File: config.mk
export PLATFORM = sky130hd
export DESIGN_NAME = gpio_atomic_port
export DESIGN_NICKNAME = d
export VERILOG_FILES = /design/src/rtl/gpio_port_pkg.sv /design/src/rtl/gpio_reg_decode.sv /design/src/rtl/gpio_out_regs.sv /design/src/rtl/gpio_in_sampler.sv /design/src/rtl/gpio_atomic_port.sv
export SDC_FILE = /design/constraint.sdc
export NUM_CORES = 1
export LEC_CHECK = 0
export ABC_AREA = 1
export BUFFER_PORTS_ARGS = -buffer_cell sky130_fd_sc_hd__buf_2
export CAP_MARGIN = 10
export CORE_MARGIN = 2
export CORE_UTILIZATION = 35
export CTS_BUF_LIST = sky130_fd_sc_hd__clkbuf_8
export DETAILED_ROUTE_END_ITERATION = 10
export MAX_ROUTING_LAYER = met4
export PLACE_DENSITY_LB_ADDON = 0.2
export SLEW_MARGIN = 25
export SYNTH_ARGS = -nofsm -noshare
export SYNTH_HDL_FRONTEND = slang
export SYNTH_SLANG_ARGS = --single-unit
File: constraint.sdc
create_clock -name clk -period 2.1 [get_ports clk]
set_clock_uncertainty 0.2 [all_clocks]
set_input_delay 0.21 -clock clk [delete_from_list [all_inputs] [get_ports clk]]
set_output_delay 0.21 -clock clk [all_outputs]
set_load 0.01 [all_outputs]
File: src/rtl/gpio_port_pkg.sv
package gpio_port_pkg;
  localparam int DATA_W = 32;

  // Bus word indices (byte offset / 4)
  localparam int IDX_OUT = 0;
  localparam int IDX_SET = 1;
  localparam int IDX_CLR = 2;
  localparam int IDX_TGL = 3;
  localparam int IDX_IN  = 4;
  localparam int IDX_DIR = 5;

  typedef logic [DATA_W-1:0] word_t;

  typedef enum logic [2:0] {
    OP_NONE, OP_LOAD, OP_SET, OP_CLR, OP_TGL, OP_DIR
  } wr_op_e;

  typedef enum logic [1:0] {
    RS_ZERO, RS_OUT, RS_IN, RS_DIR
  } rd_sel_e;

  // Next value of the output latch for a given write operation
  function automatic word_t next_out(wr_op_e op, word_t cur, word_t wd);
    case (op)
      OP_LOAD: return wd;
      OP_SET:  return cur | wd;
      OP_CLR:  return cur & ~wd;
      OP_TGL:  return cur ^ wd;
      default: return cur;
    endcase
  endfunction

  // Input word after digital-use and implemented-pin gating
  function automatic word_t gate_in(word_t raw, word_t dig, word_t impl);
    return raw & dig & impl;
  endfunction
endpackage

File: src/rtl/gpio_reg_decode.sv
module gpio_reg_decode
  import gpio_port_pkg::*;
#(
  parameter int ADDR_W = 4
) (
  input  logic              bus_wr,
  input  logic [ADDR_W-1:0] bus_addr,
  output wr_op_e            wr_op,
  output rd_sel_e           rd_sel
);
  always_comb begin
    wr_op = OP_NONE;
    if (bus_wr) begin
      if      (bus_addr == ADDR_W'(IDX_OUT)) wr_op = OP_LOAD;
      else if (bus_addr == ADDR_W'(IDX_SET)) wr_op = OP_SET;
      else if (bus_addr == ADDR_W'(IDX_CLR)) wr_op = OP_CLR;
      else if (bus_addr == ADDR_W'(IDX_TGL)) wr_op = OP_TGL;
      else if (bus_addr == ADDR_W'(IDX_DIR)) wr_op = OP_DIR;
      else                                   wr_op = OP_NONE;
    end
  end

  always_comb begin
    if      (bus_addr == ADDR_W'(IDX_OUT)) rd_sel = RS_OUT;
    else if (bus_addr == ADDR_W'(IDX_IN))  rd_sel = RS_IN;
    else if (bus_addr == ADDR_W'(IDX_DIR)) rd_sel = RS_DIR;
    else                                   rd_sel = RS_ZERO;
  end
endmodule

File: src/rtl/gpio_out_regs.sv
module gpio_out_regs
  import gpio_port_pkg::*;
(
  input  logic   clk,
  input  logic   rst_n,
  input  wr_op_e wr_op,
  input  word_t  wdata,
  output word_t  out_q,
  output word_t  dir_q
);
  always_ff @(posedge clk or negedge rst_n) begin
    if (!rst_n) begin
      out_q <= '0;
      dir_q <= '0;
    end else begin
      out_q <= next_out(wr_op, out_q, wdata);
      if (wr_op == OP_DIR) dir_q <= wdata;
    end
  end
endmodule

File: src/rtl/gpio_in_sampler.sv
module gpio_in_sampler
  import gpio_port_pkg::*;
#(
  parameter int    SYNC_STAGES = 2,
  parameter word_t IMPL_MASK   = 32'h0FFF_FFFF
) (
  input  logic  clk,
  input  logic  rst_n,
  input  word_t pin_in,
  input  word_t pin_dig_en,
  input  logic  port_en,
  output word_t in_q
);
  localparam int LAST = SYNC_STAGES - 1;

  word_t sync_q [SYNC_STAGES];

  always_ff @(posedge clk or negedge rst_n) begin
    if (!rst_n) begin
      for (int s = 0; s < SYNC_STAGES; s++) sync_q[s] <= '0;
    end else begin
      sync_q[0] <= pin_in;
      for (int s = 1; s < SYNC_STAGES; s++) sync_q[s] <= sync_q[s-1];
    end
  end

  always_ff @(posedge clk or negedge rst_n) begin
    if (!rst_n)       in_q <= '0;
    else if (port_en) in_q <= gate_in(sync_q[LAST], pin_dig_en, IMPL_MASK);
  end
endmodule

File: src/rtl/gpio_atomic_port.sv
module gpio_atomic_port
  import gpio_port_pkg::*;
#(
  parameter int                ADDR_W      = 4,
  parameter int                SYNC_STAGES = 2,
  parameter logic [DATA_W-1:0] IMPL_MASK   = 32'h0FFF_FFFF
) (
  input  logic              clk,
  input  logic              rst_n,
  input  logic              bus_wr,
  input  logic              bus_rd,
  input  logic [ADDR_W-1:0] bus_addr,
  input  logic [31:0]       bus_wdata,
  output logic [31:0]       bus_rdata,
  output logic [31:0]       pin_out,
  output logic [31:0]       pin_oe,
  input  logic [31:0]       pin_in,
  input  logic [31:0]       pin_dig_en,
  input  logic              port_en
);
  wr_op_e  wr_op;
  rd_sel_e rd_sel;
  word_t   out_data;
  word_t   dir_data;
  word_t   in_data;

  gpio_reg_decode #(.ADDR_W(ADDR_W)) u_dec (
    .bus_wr   (bus_wr),
    .bus_addr (bus_addr),
    .wr_op    (wr_op),
    .rd_sel   (rd_sel)
  );

  gpio_out_regs u_out (
    .clk   (clk),
    .rst_n (rst_n),
    .wr_op (wr_op),
    .wdata (bus_wdata),
    .out_q (out_data),
    .dir_q (dir_data)
  );

  gpio_in_sampler #(.SYNC_STAGES(SYNC_STAGES), .IMPL_MASK(IMPL_MASK)) u_in (
    .clk        (clk),
    .rst_n      (rst_n),
    .pin_in     (pin_in),
    .pin_dig_en (pin_dig_en),
    .port_en    (port_en),
    .in_q       (in_data)
  );

  assign pin_out = out_data;

  // Output enable per pin: tied low on pins outside the implemented mask
  for (genvar p = 0; p < DATA_W; p++) begin : g_oe
    if (IMPL_MASK[p]) begin : g_live
      assign pin_oe[p] = dir_data[p];
    end else begin : g_absent
      assign pin_oe[p] = 1'b0;
    end
  end

  always_comb begin
    bus_rdata = '0;
    if (bus_rd) begin
      case (rd_sel)
        RS_OUT:  bus_rdata = out_data;
        RS_IN:   bus_rdata = in_data;
        RS_DIR:  bus_rdata = dir_data;
        default: bus_rdata = '0;
      endcase
    end
  end
endmodule

==> flow_summary.json, run 1 <==
{
  "status": "finished, final reports clean",
  "design.core.area_um2": 23300,
  "syn_inst": 996,
  "period_needed_ns": 1.93,
  "synth_edf_count": 0,
  "worst_ep_required_time_ns": 1.69,
  "cts-root-buf": "clkbuf_8",
  "hpwlAfterDp_mm": 16.9,
  "via_count": 7253,
  "async_flop_share": 1.00,
  "yosys.area_share.simple": 0.233,
  "min_path_cells": 5,
  "tightest_slew_ns": 0.637,
  "ant_nets": 0,
  "grt_overflow_total": 0,
  "dr.pass1.iters": 5,
  "max_freq_mhz": 519,
  "io_buffer_count": 188,
  "drtIter0Drc": 373,
  "synth_fa_ha_area_frac": 0.0975,
  "relSlewSlack": 0.575,
  "setup_tns_ns": 0,
  "vias_per_cell": 4.57,
  "cts_sinks": 148,
  "start_util": 0.353,
  "vdd_drop_max_mv": 0.402,
  "drv_cap": 0,
  "syn_area_per_cell_um2": 8.24,
  "grt_max_degree": 60,
  "path_buf_inv": 3,
  "synth_top_area_frac": 0.451,
  "synthTopCellsByArea": "dfrtp_1 (45%), ha_1 (9.8%), nand2_1 (8.8%), inv_1 (7.4%), nor2_1 (4.5%)",
  "slew_viol_final": 0,
  "r2r_end": "u_in.in_q[27]",
  "seq_area_frac_synth": 0.451,
  "r2r_slack_ns": 0.60,
  "min_from": "bus_addr[2]",
  "reg2reg_from": "u_in.sync_q[27]",
  "wl_mm": 24.4,
  "final_nets": 1425,
  "route.detailed.drc": 0,
  "synth_area_um2": 8210,
  "hold_violations": 0,
  "hp-class": "input port to flip-flop",
  "h-tree-depth": 4,
  "cpMostUsedCell": "inv_1",
  "synth_seq_cells": 148,
  "critPathKind": "flip-flop to output port",
  "yosysUniqueCellTypes": 33,
  "min_period_over_period": 0.917,
  "wire_per_inst_um": 15.4,
  "die_w_um": 157,
  "antenna_found_initial": 0,
  "critPathTopFamily": "flip-flops",
  "worstSkewPairLatency_ns": 0.46,
  "cts_tree": "yes",
  "yosysMostFrequentCell": "nand2_1",
  "syn_to_final_growth_pct": 30.8,
  "grt_util_all_layers": 0.209,
  "critPathCaptureType": "output port",
  "cts_resized": 0,
  "antenna_cells": 0,
  "die_area_um2": 24700,
  "yosysWarnings": 0,
  "finalWorstSetupSlack_ns": 0.174,
  "rsz0062_at_grt": "false",
  "path_clk_slew_ns": 0.09,
  "cp_slowest_cell": "dfrtp_1",
  "cts_buffers": 17,
  "crit_fanout": 4,
  "io_pins": 201,
  "gp_congestion": 0.810,
  "critPathMaxStageDelay_ns": 0.42,
  "ys.flop_type": "dfrtp_1",
  "synth_top_family_by_area": "simple AND/OR/NAND/NOR gates",
  "leakage_nw": 5.92,
  "grt_pass1_wl_mm": 38.3,
  "drive_above_1_share": 0.239,
  "worst-endpoint-arrival_ns": 1.52,
  "synthMuxAreaShare": 0,
  "reg2regPathDepth": 3,
  "cts.path.max_buffers": 2,
  "cp-start-kind": "flip-flop",
  "synth_compound_area_frac": 0.0820,
  "pre_cts_ws_ns": 0.140,
  "die_height_um": 157,
  "worstPathCellList": "inv_1, o221ai_1, nand2_1, inv_1, buf_2",
  "synth_xor_xnor_area_share": 0,
  "synth_common_cells": "nand2_1 (193), inv_1 (162), dfrtp_1 (148)",
  "finalSetupViolCount": 0,
  "grt_pass1_vias": 7043,
  "power_density_nw_per_um2": 717,
  "rows": 56,
  "min_to": "u_out.out_q[15]",
  "yosys.area.top_type": "dfrtp_1"
}
state kept, by name, summed over array words and instances (netlist names):
signal and cells:
u_out.out_q 32, u_out.dir_q 32, u_in.in_q 28, u_in.sync_q 56
layout by cell type (no fill, tap or decap), drive strengths merged:
cell type and n:
ha 64, dfrtp 148, nand2 209, conb 4, nor2 104, bufinv 1
inv 182, clkinv 6, clkinvlp 3, o2111ai 1, clkbuf 17, nand3b 5
buf 224, o21ai 73, a21oi 4, nand4 29, nand3 76, o221ai 28
dlygate4sd3 91
cell families (layout without fill, tap and decap cells):
| group | after synthesis | in the layout |
|---|---|---|
| AND/OR/NAND/NOR | 423 | 423 |
| buffers and inverters | 254 | 524 |
| flip-flops | 148 | 148 |
| AO/OA/AOI/OAI | 106 | 106 |
| adder cells (fa/ha/maj) | 64 | 64 |
| other | 1 | 4 |
worst max path at each step:
stage,endpoint,depth (start not counted),start,slack [ns]
after floorplan,bus_rdata[18],7,bus_addr[3],0.57
after global placement,u_out.out_q[10],10,bus_addr[3],0.19
after detailed placement,u_out.out_q[11],10,bus_addr[3],0.14
after CTS,bus_rdata[4],5,u_out.out_q[4],0.15
after global routing,bus_rdata[4],5,u_out.out_q[4],0.07
final,bus_rdata[4],5,u_out.out_q[4],0.17
layout make-up:
type,instances,area (um^2)
Inverter,177,666
Fill cell,2365,12500
Tap cell,319,399
Multi-Input combinational cell,597,3410
Timing Repair Buffer,315,2180
Sequential cell,148,3700
Clock inverter,15,148
Clock buffer,17,234
layer usage:
metal,track usage,wire length [um]
met1,0.269,11100
met2,0.341,11800
met3,0.0344,1190
met4,0.0589,422
met5,-,0
metrics by stage:
| stage | power, mW | instances | util | hold WS, ns | instance area, um^2 |
|---|---|---|---|---|---|
| after detailed placement | 5.40 | 1465 | 0.406 | 0.0523 | 9450 |
| after CTS | 7.80 | 1588 | 0.462 | 0.0359 | 10700 |
| after floorplan | 4.70 | 999 | - | -0.286 | 8220 |
| after global routing | 8.21 | 1588 | 0.462 | 0.0716 | 10700 |
| final | 7.70 | 1588 | 0.462 | 0.0551 | 10700 |
| after global placement | 5.35 | 1465 | 0.406 | 0.0623 | 9450 |
tightest hold or removal path, cell delays in order:
cell	delay, ns
buf_2	0.11
inv_2	0.05
o2111ai_2	0.17
nand2_1	0.08
nand2_1	0.05
what timing repair did:
action,in CTS,in global routing
hold endpoints to repair,233,0
hold buffers,91,0
setup buffers,0,0
report_power, final:
part | switching [mW] | internal, mW | leakage [nW]
logic | 1.12 | 0.802 | 3.90
registers | 0.315 | 3.23 | 1.83
clock network | 1.27 | 0.969 | 0.190
No activity file was read; power rests on OpenSTA's default activity.
==> run 2: changes to the inputs <==
==> constraint.sdc (replaced) <==
create_clock -name clk -period 1.9 [get_ports clk]
set_clock_uncertainty 0.2 [all_clocks]
set_input_delay 0.19 -clock clk [delete_from_list [all_inputs] [get_ports clk]]
set_output_delay 0.19 -clock clk [all_outputs]
set_load 0.01 [all_outputs]
==> flow_summary.json, run 2 (synthesis gave the netlist of run 1 again) <==
{
  "path_buf_inv": 3,
  "rsz0062_at_grt": "true",
  "via_count": 7356,
  "mostFrequentLayoutCells": "nand2_1 (193), buf_2 (187), inv_1 (159), dfrtp_1 (148), nor2_1 (99)",
  "min_to": "u_in.in_q[2]",
  "vias_per_cell": 4.57,
  "cts_sinks": 148,
  "cts-root-buf": "clkbuf_8",
  "cts_tree": "yes",
  "path_clk_slew_ns": 0.09,
  "gp_congestion": 0.845,
  "period_needed_ns": 1.80,
  "grt_overflow_total": 0,
  "ant_nets": 0,
  "hp-class": "input port to flip-flop",
  "r2r_end": "u_in.in_q[15]",
  "start_util": 0.353,
  "critPathTopFamily": "flip-flops",
  "reg2reg_from": "u_in.in_q[15]",
  "reg2regPathDepth": 3,
  "critPathKind": "flip-flop to output port",
  "cts_buffers": 17,
  "drtIter0Drc": 409,
  "min_from": "port_en",
  "cp_slowest_cell": "dfrtp_1",
  "critPathCaptureType": "output port",
  "min_path_cells": 3,
  "min_period_over_period": 0.949,
  "cp-start-kind": "flip-flop",
  "dr.pass1.iters": 6,
  "worst_ep_required_time_ns": 1.51,
  "final_common_cell": "nand2_1",
  "syn_to_final_growth_pct": 33.9,
  "worstPathCellList": "inv_1, o221ai_1, nand2_1, inv_1, buf_2",
  "grt_pass1_vias": 7060,
  "relSlewSlack": 0.495,
  "rows": 56,
  "leakage_nw": 6.06,
  "die_area_um2": 24700,
  "h-tree-depth": 4,
  "io_pins": 201,
  "largest_reg_flops": 56,
  "status": "finished, final reports clean",
  "fill_cells": 2372,
  "whs_ns": 0.0289,
  "antenna_found_initial": 0,
  "cts.path.max_buffers": 2,
  "wire_per_inst_um": 15.3,
  "tightest_slew_ns": 0.756,
  "drv_cap": 0,
  "power_density_nw_per_um2": 780,
  "vdd_drop_max_mv": 0.401,
  "hpwlAfterDp_mm": 16.8,
  "hold_violations": 0,
  "die_height_um": 157,
  "grt_max_degree": 65,
  "worstSkewPairLatency_ns": 0.44,
  "crit_start": "u_out.out_q[15]",
  "drive_above_1_share": 0.256,
  "finalSetupViolCount": 0,
  "design.core.area_um2": 23300,
  "reg_top3": "u_in.sync_q x56, u_out.dir_q x32, u_out.out_q x32",
  "final_nets": 1447,
  "cpMostUsedCell": "inv_1",
  "max_freq_mhz": 555,
  "route.detailed.drc": 0,
  "r2r_slack_ns": 0.47,
  "total_power_mw": 8.58,
  "crit_fanout": 3,
  "worst-endpoint-arrival_ns": 1.41,
  "slew_viol_final": 0,
  "die_w_um": 157,
  "antenna_cells": 0,
  "grt_pass1_wl_mm": 38.4,
  "io_buffer_count": 188,
  "regMostFlops": "u_in.sync_q",
  "critPathMaxStageDelay_ns": 0.39,
  "wl_mm": 24.7,
  "grt_util_all_layers": 0.209
}
[run 2: cell count changes in the layout (fill, tap and decap cells not counted), sizes merged]
cell         delta
buf            +20
bufinv          -1
clkbuf          +1
clkinv          -1
dlygate4sd3     +2
inv             +1
[run 2: worst register-to-register path: stages, from the launching register on]
cell	delay, ns
dfrtp_1	0.37
inv_1	0.11
o21ai_0	0.09
dlygate4sd3_1	0.55
[run 2: per-layer routing]
| layer | global-route usage | part of all wire | vias up |
|---|---|---|---|
| met1 | 0.272 | 0.46 | 3493 |
| met5 | - | 0 | - |
| met4 | 0.0515 | 0.012 | 0 |
| met2 | 0.338 | 0.49 | 178 |
| li1 | - | - | 3664 |
| met3 | 0.0394 | 0.044 | 21 |
[run 2: stage by stage]
step	instances	cell area, um^2	setup WS (ns)	utilization	setup TNS [ns]
finish	1610	11000	0.0967	0.473	0
CTS	1594	10800	0.00519	0.466	0
global route	1610	11000	-0.00954	0.473	-0.0170
detailed placement	1469	9550	0.0817	0.411	0
floorplan	999	8220	0.410	-	0
global placement	1469	9550	0.100	0.411	0
[run 2: worst max-delay path by stage]
stage                      to  cells after the start
2_1_floorplan   bus_rdata[18]                      7
6_report        bus_rdata[15]                      5
4_1_cts          bus_rdata[4]                      5
3_3_place_gp     bus_rdata[3]                      8
5_1_grt         bus_rdata[12]                      5
3_5_place_dp   u_out.out_q[7]                     10
[run 2: where the power goes]
| group | switching, mW | leakage, nW | internal (mW) |
|---|---|---|---|
| logic | 1.29 | 4.05 | 1.01 |
| clock network | 1.40 | 0.181 | 0.978 |
| registers | 0.334 | 1.83 | 3.57 |
| total | 3.02 | 6.06 | 5.56 |
[run 2: layout make-up]
| type | instances | area (um^2) | share of cell area |
|---|---|---|---|
| Tap cell | 319 | 399 | 0.0363 |
| Timing Repair Buffer | 337 | 2420 | 0.220 |
| Clock inverter | 14 | 116 | 0.0106 |
| Inverter | 177 | 666 | 0.0606 |
| Multi-Input combinational cell | 597 | 3440 | 0.313 |
| Clock buffer | 18 | 248 | 0.0225 |
| Sequential cell | 148 | 3700 | 0.337 |
[run 2: what timing repair did]
action | 4_1_cts | 5_1_grt
setup buffers | 0 | 16
resized for setup | 0 | 7
setup endpoints to repair | 0 | 15
hold endpoints to repair | 268 | 0
hold buffers | 93 | 0
==> run 3: changes to the inputs <==
--- a/config.mk
+++ b/config.mk
@@ -13,7 +13,6 @@
 export CTS_BUF_LIST = sky130_fd_sc_hd__clkbuf_8
 export DETAILED_ROUTE_END_ITERATION = 10
 export MAX_ROUTING_LAYER = met4
-export PLACE_DENSITY_LB_ADDON = 0.2
 export SLEW_MARGIN = 25
 export SYNTH_ARGS = -nofsm -noshare
 export SYNTH_HDL_FRONTEND = slang
==> constraint.sdc (replaced) <==
create_clock -name clk -period 2.2 [get_ports clk]
set_clock_uncertainty 0.2 [all_clocks]
set_input_delay 0.22 -clock clk [delete_from_list [all_inputs] [get_ports clk]]
set_output_delay 0.22 -clock clk [all_outputs]
set_load 0.01 [all_outputs]
==> flow_summary.json, run 3 (synthesis gave the netlist of run 1 again) <==
{
  "status": "finished, final reports clean",
  "mostFrequentLayoutCells": "nand2_1 (193), buf_2 (187), inv_1 (163), dfrtp_1 (148), nor2_1 (99)",
  "drtIter0Drc": 409,
  "cts.path.max_buffers": 2,
  "vdd_drop_max_mv": 0.427,
  "min_from": "port_en",
  "drive_above_1_share": 0.234,
  "cp_slowest_cell": "dfrtp_1",
  "cts_tree": "yes",
  "total_power_mw": 7.45,
  "cts_sinks": 148,
  "gp_congestion": 0.806,
  "hold_buffers": 89,
  "cts-root-buf": "clkbuf_8",
  "grt_overflow_total": 0,
  "worst_ep_required_time_ns": 1.78,
  "post-cts-setup-buffers": 0,
  "rsz0062_at_grt": "false",
  "cp-start-kind": "flip-flop",
  "regMostFlops": "u_in.sync_q",
  "largest_reg_flops": 56,
  "grt_pass1_wl_mm": 38.1,
  "ant_nets": 0,
  "reg2reg_from": "u_out.out_q[22]",
  "die_height_um": 157,
  "cts_buffers": 17,
  "dp.cells": 1456,
  "leakage_nw": 5.87,
  "relSlewSlack": 0.645,
  "setup_tns_ns": 0,
  "worst-endpoint-arrival_ns": 1.47,
  "worstSkewPairLatency_ns": 0.46,
  "syn_to_final_growth_pct": 30.1,
  "cpMostUsedCell": "inv_1",
  "worstPathCellList": "inv_1, o221ai_1, nand2_1, inv_1, buf_2",
  "critPathMaxStageDelay_ns": 0.41,
  "io_buffer_count": 188,
  "die_area_um2": 24700,
  "final_nets": 1414,
  "max_freq_mhz": 529,
  "hold_violations": 0,
  "slew_viol_final": 0,
  "path_clk_slew_ns": 0.09,
  "h-tree-depth": 4,
  "wl_mm": 24.4,
  "via_count": 7242,
  "dr.pass1.iters": 5,
  "io_pins": 201,
  "design.core.area_um2": 23300,
  "crit_fanout": 4,
  "regArea_um2": 3700,
  "antenna_found_initial": 0,
  "min_period_over_period": 0.859,
  "period_needed_ns": 1.89,
  "die_w_um": 157,
  "multi_input_area_um2": 3410,
  "grt_util_all_layers": 0.207,
  "grt_max_degree": 50,
  "drv_cap": 0,
  "crit_start": "u_out.out_q[0]",
  "hp-class": "input port to flip-flop",
  "critPathCaptureType": "output port",
  "grt_pass1_vias": 7018,
  "finalSetupViolCount": 0,
  "vias_per_cell": 4.59,
  "tightest_slew_ns": 0.532,
  "critPathKind": "flip-flop to output port",
  "wire_per_inst_um": 15.4,
  "cts_resized": 0,
  "finalNonFillerCells": 1578,
  "rows": 56,
  "start_util": 0.353,
  "final_common_cell": "nand2_1",
  "reg_top3": "u_in.sync_q x56, u_out.dir_q x32, u_out.out_q x32",
  "hpwlAfterDp_mm": 16.6,
  "fill_cells": 2354,
  "power_density_nw_per_um2": 697,
  "route.detailed.drc": 0
}
-- run 3: cell types whose count changed in the layout (fill, tap and decap cells not counted), moves of 3 or more --
cell           previous run  this run
buf_12                   10         4
inv_1                   159       163
dlygate4sd3_1            93        89
inv_2                    16        13
o221ai_1                 24        28
inv_6                     6         3
o221ai_2                  4         0
buf_4                    46        23
-- run 3: through the flow --
stage | utilization | hold WS (ns) | worst slack [ns] | instance area [um^2]
floorplan | - | -0.276 | 0.650 | 8220
global placement | 0.403 | -0.00122 | 0.176 | 9380
detailed placement | 0.403 | 0.00285 | 0.173 | 9380
CTS | 0.459 | 0.0120 | 0.252 | 10700
global route | 0.459 | 0.0412 | 0.196 | 10700
finish | 0.459 | 0.0401 | 0.310 | 10700
-- run 3: metal layers --
layer  part of all wire  global-route usage
met1               0.46               0.270
met2               0.47               0.328
met3              0.055              0.0396
met4              0.018              0.0632
met5                  0                   -
-- run 3: final timing paths --
path / depth (start not counted) / to / slack (ns)
max: 5 / bus_rdata[0] / 0.31
min: 2 / u_in.in_q[17] / 0.04
max reg2reg: 6 / u_out.out_q[22] / 0.79
min reg2reg: 0 / u_in.sync_q[20] / 0.15
max in group asynchronous: 3 / u_in.in_q[18] / 1.11
min in group asynchronous: 2 / u_in.sync_q[42] / 0.06
-- run 3: layout make-up --
class / count / area share
well taps: 319 / 0.0374
repair buffers: 304 / 0.196
diodes: 1 / 0.000234
clock inverters: 15 / 0.0161
clock buffers: 17 / 0.0219
flip-flops and latches: 148 / 0.347
inverters: 177 / 0.0623
multi-input cells: 597 / 0.320
-- run 3: where the power goes --
part           switching, mW  internal (mW)
sequential             0.303           3.08
clock                   1.20           1.04
combinational           1.07          0.756
total                   2.57           4.88
-- run 3: worst max-delay path: cells and delay by family, from the launching register on --
| family | cells | cell delay, ns |
|---|---|---|
| compound gates | 1 | 0.27 |
| buf+inv | 3 | 0.26 |
| simple gates | 1 | 0.08 |
| flops | 1 | 0.41 |
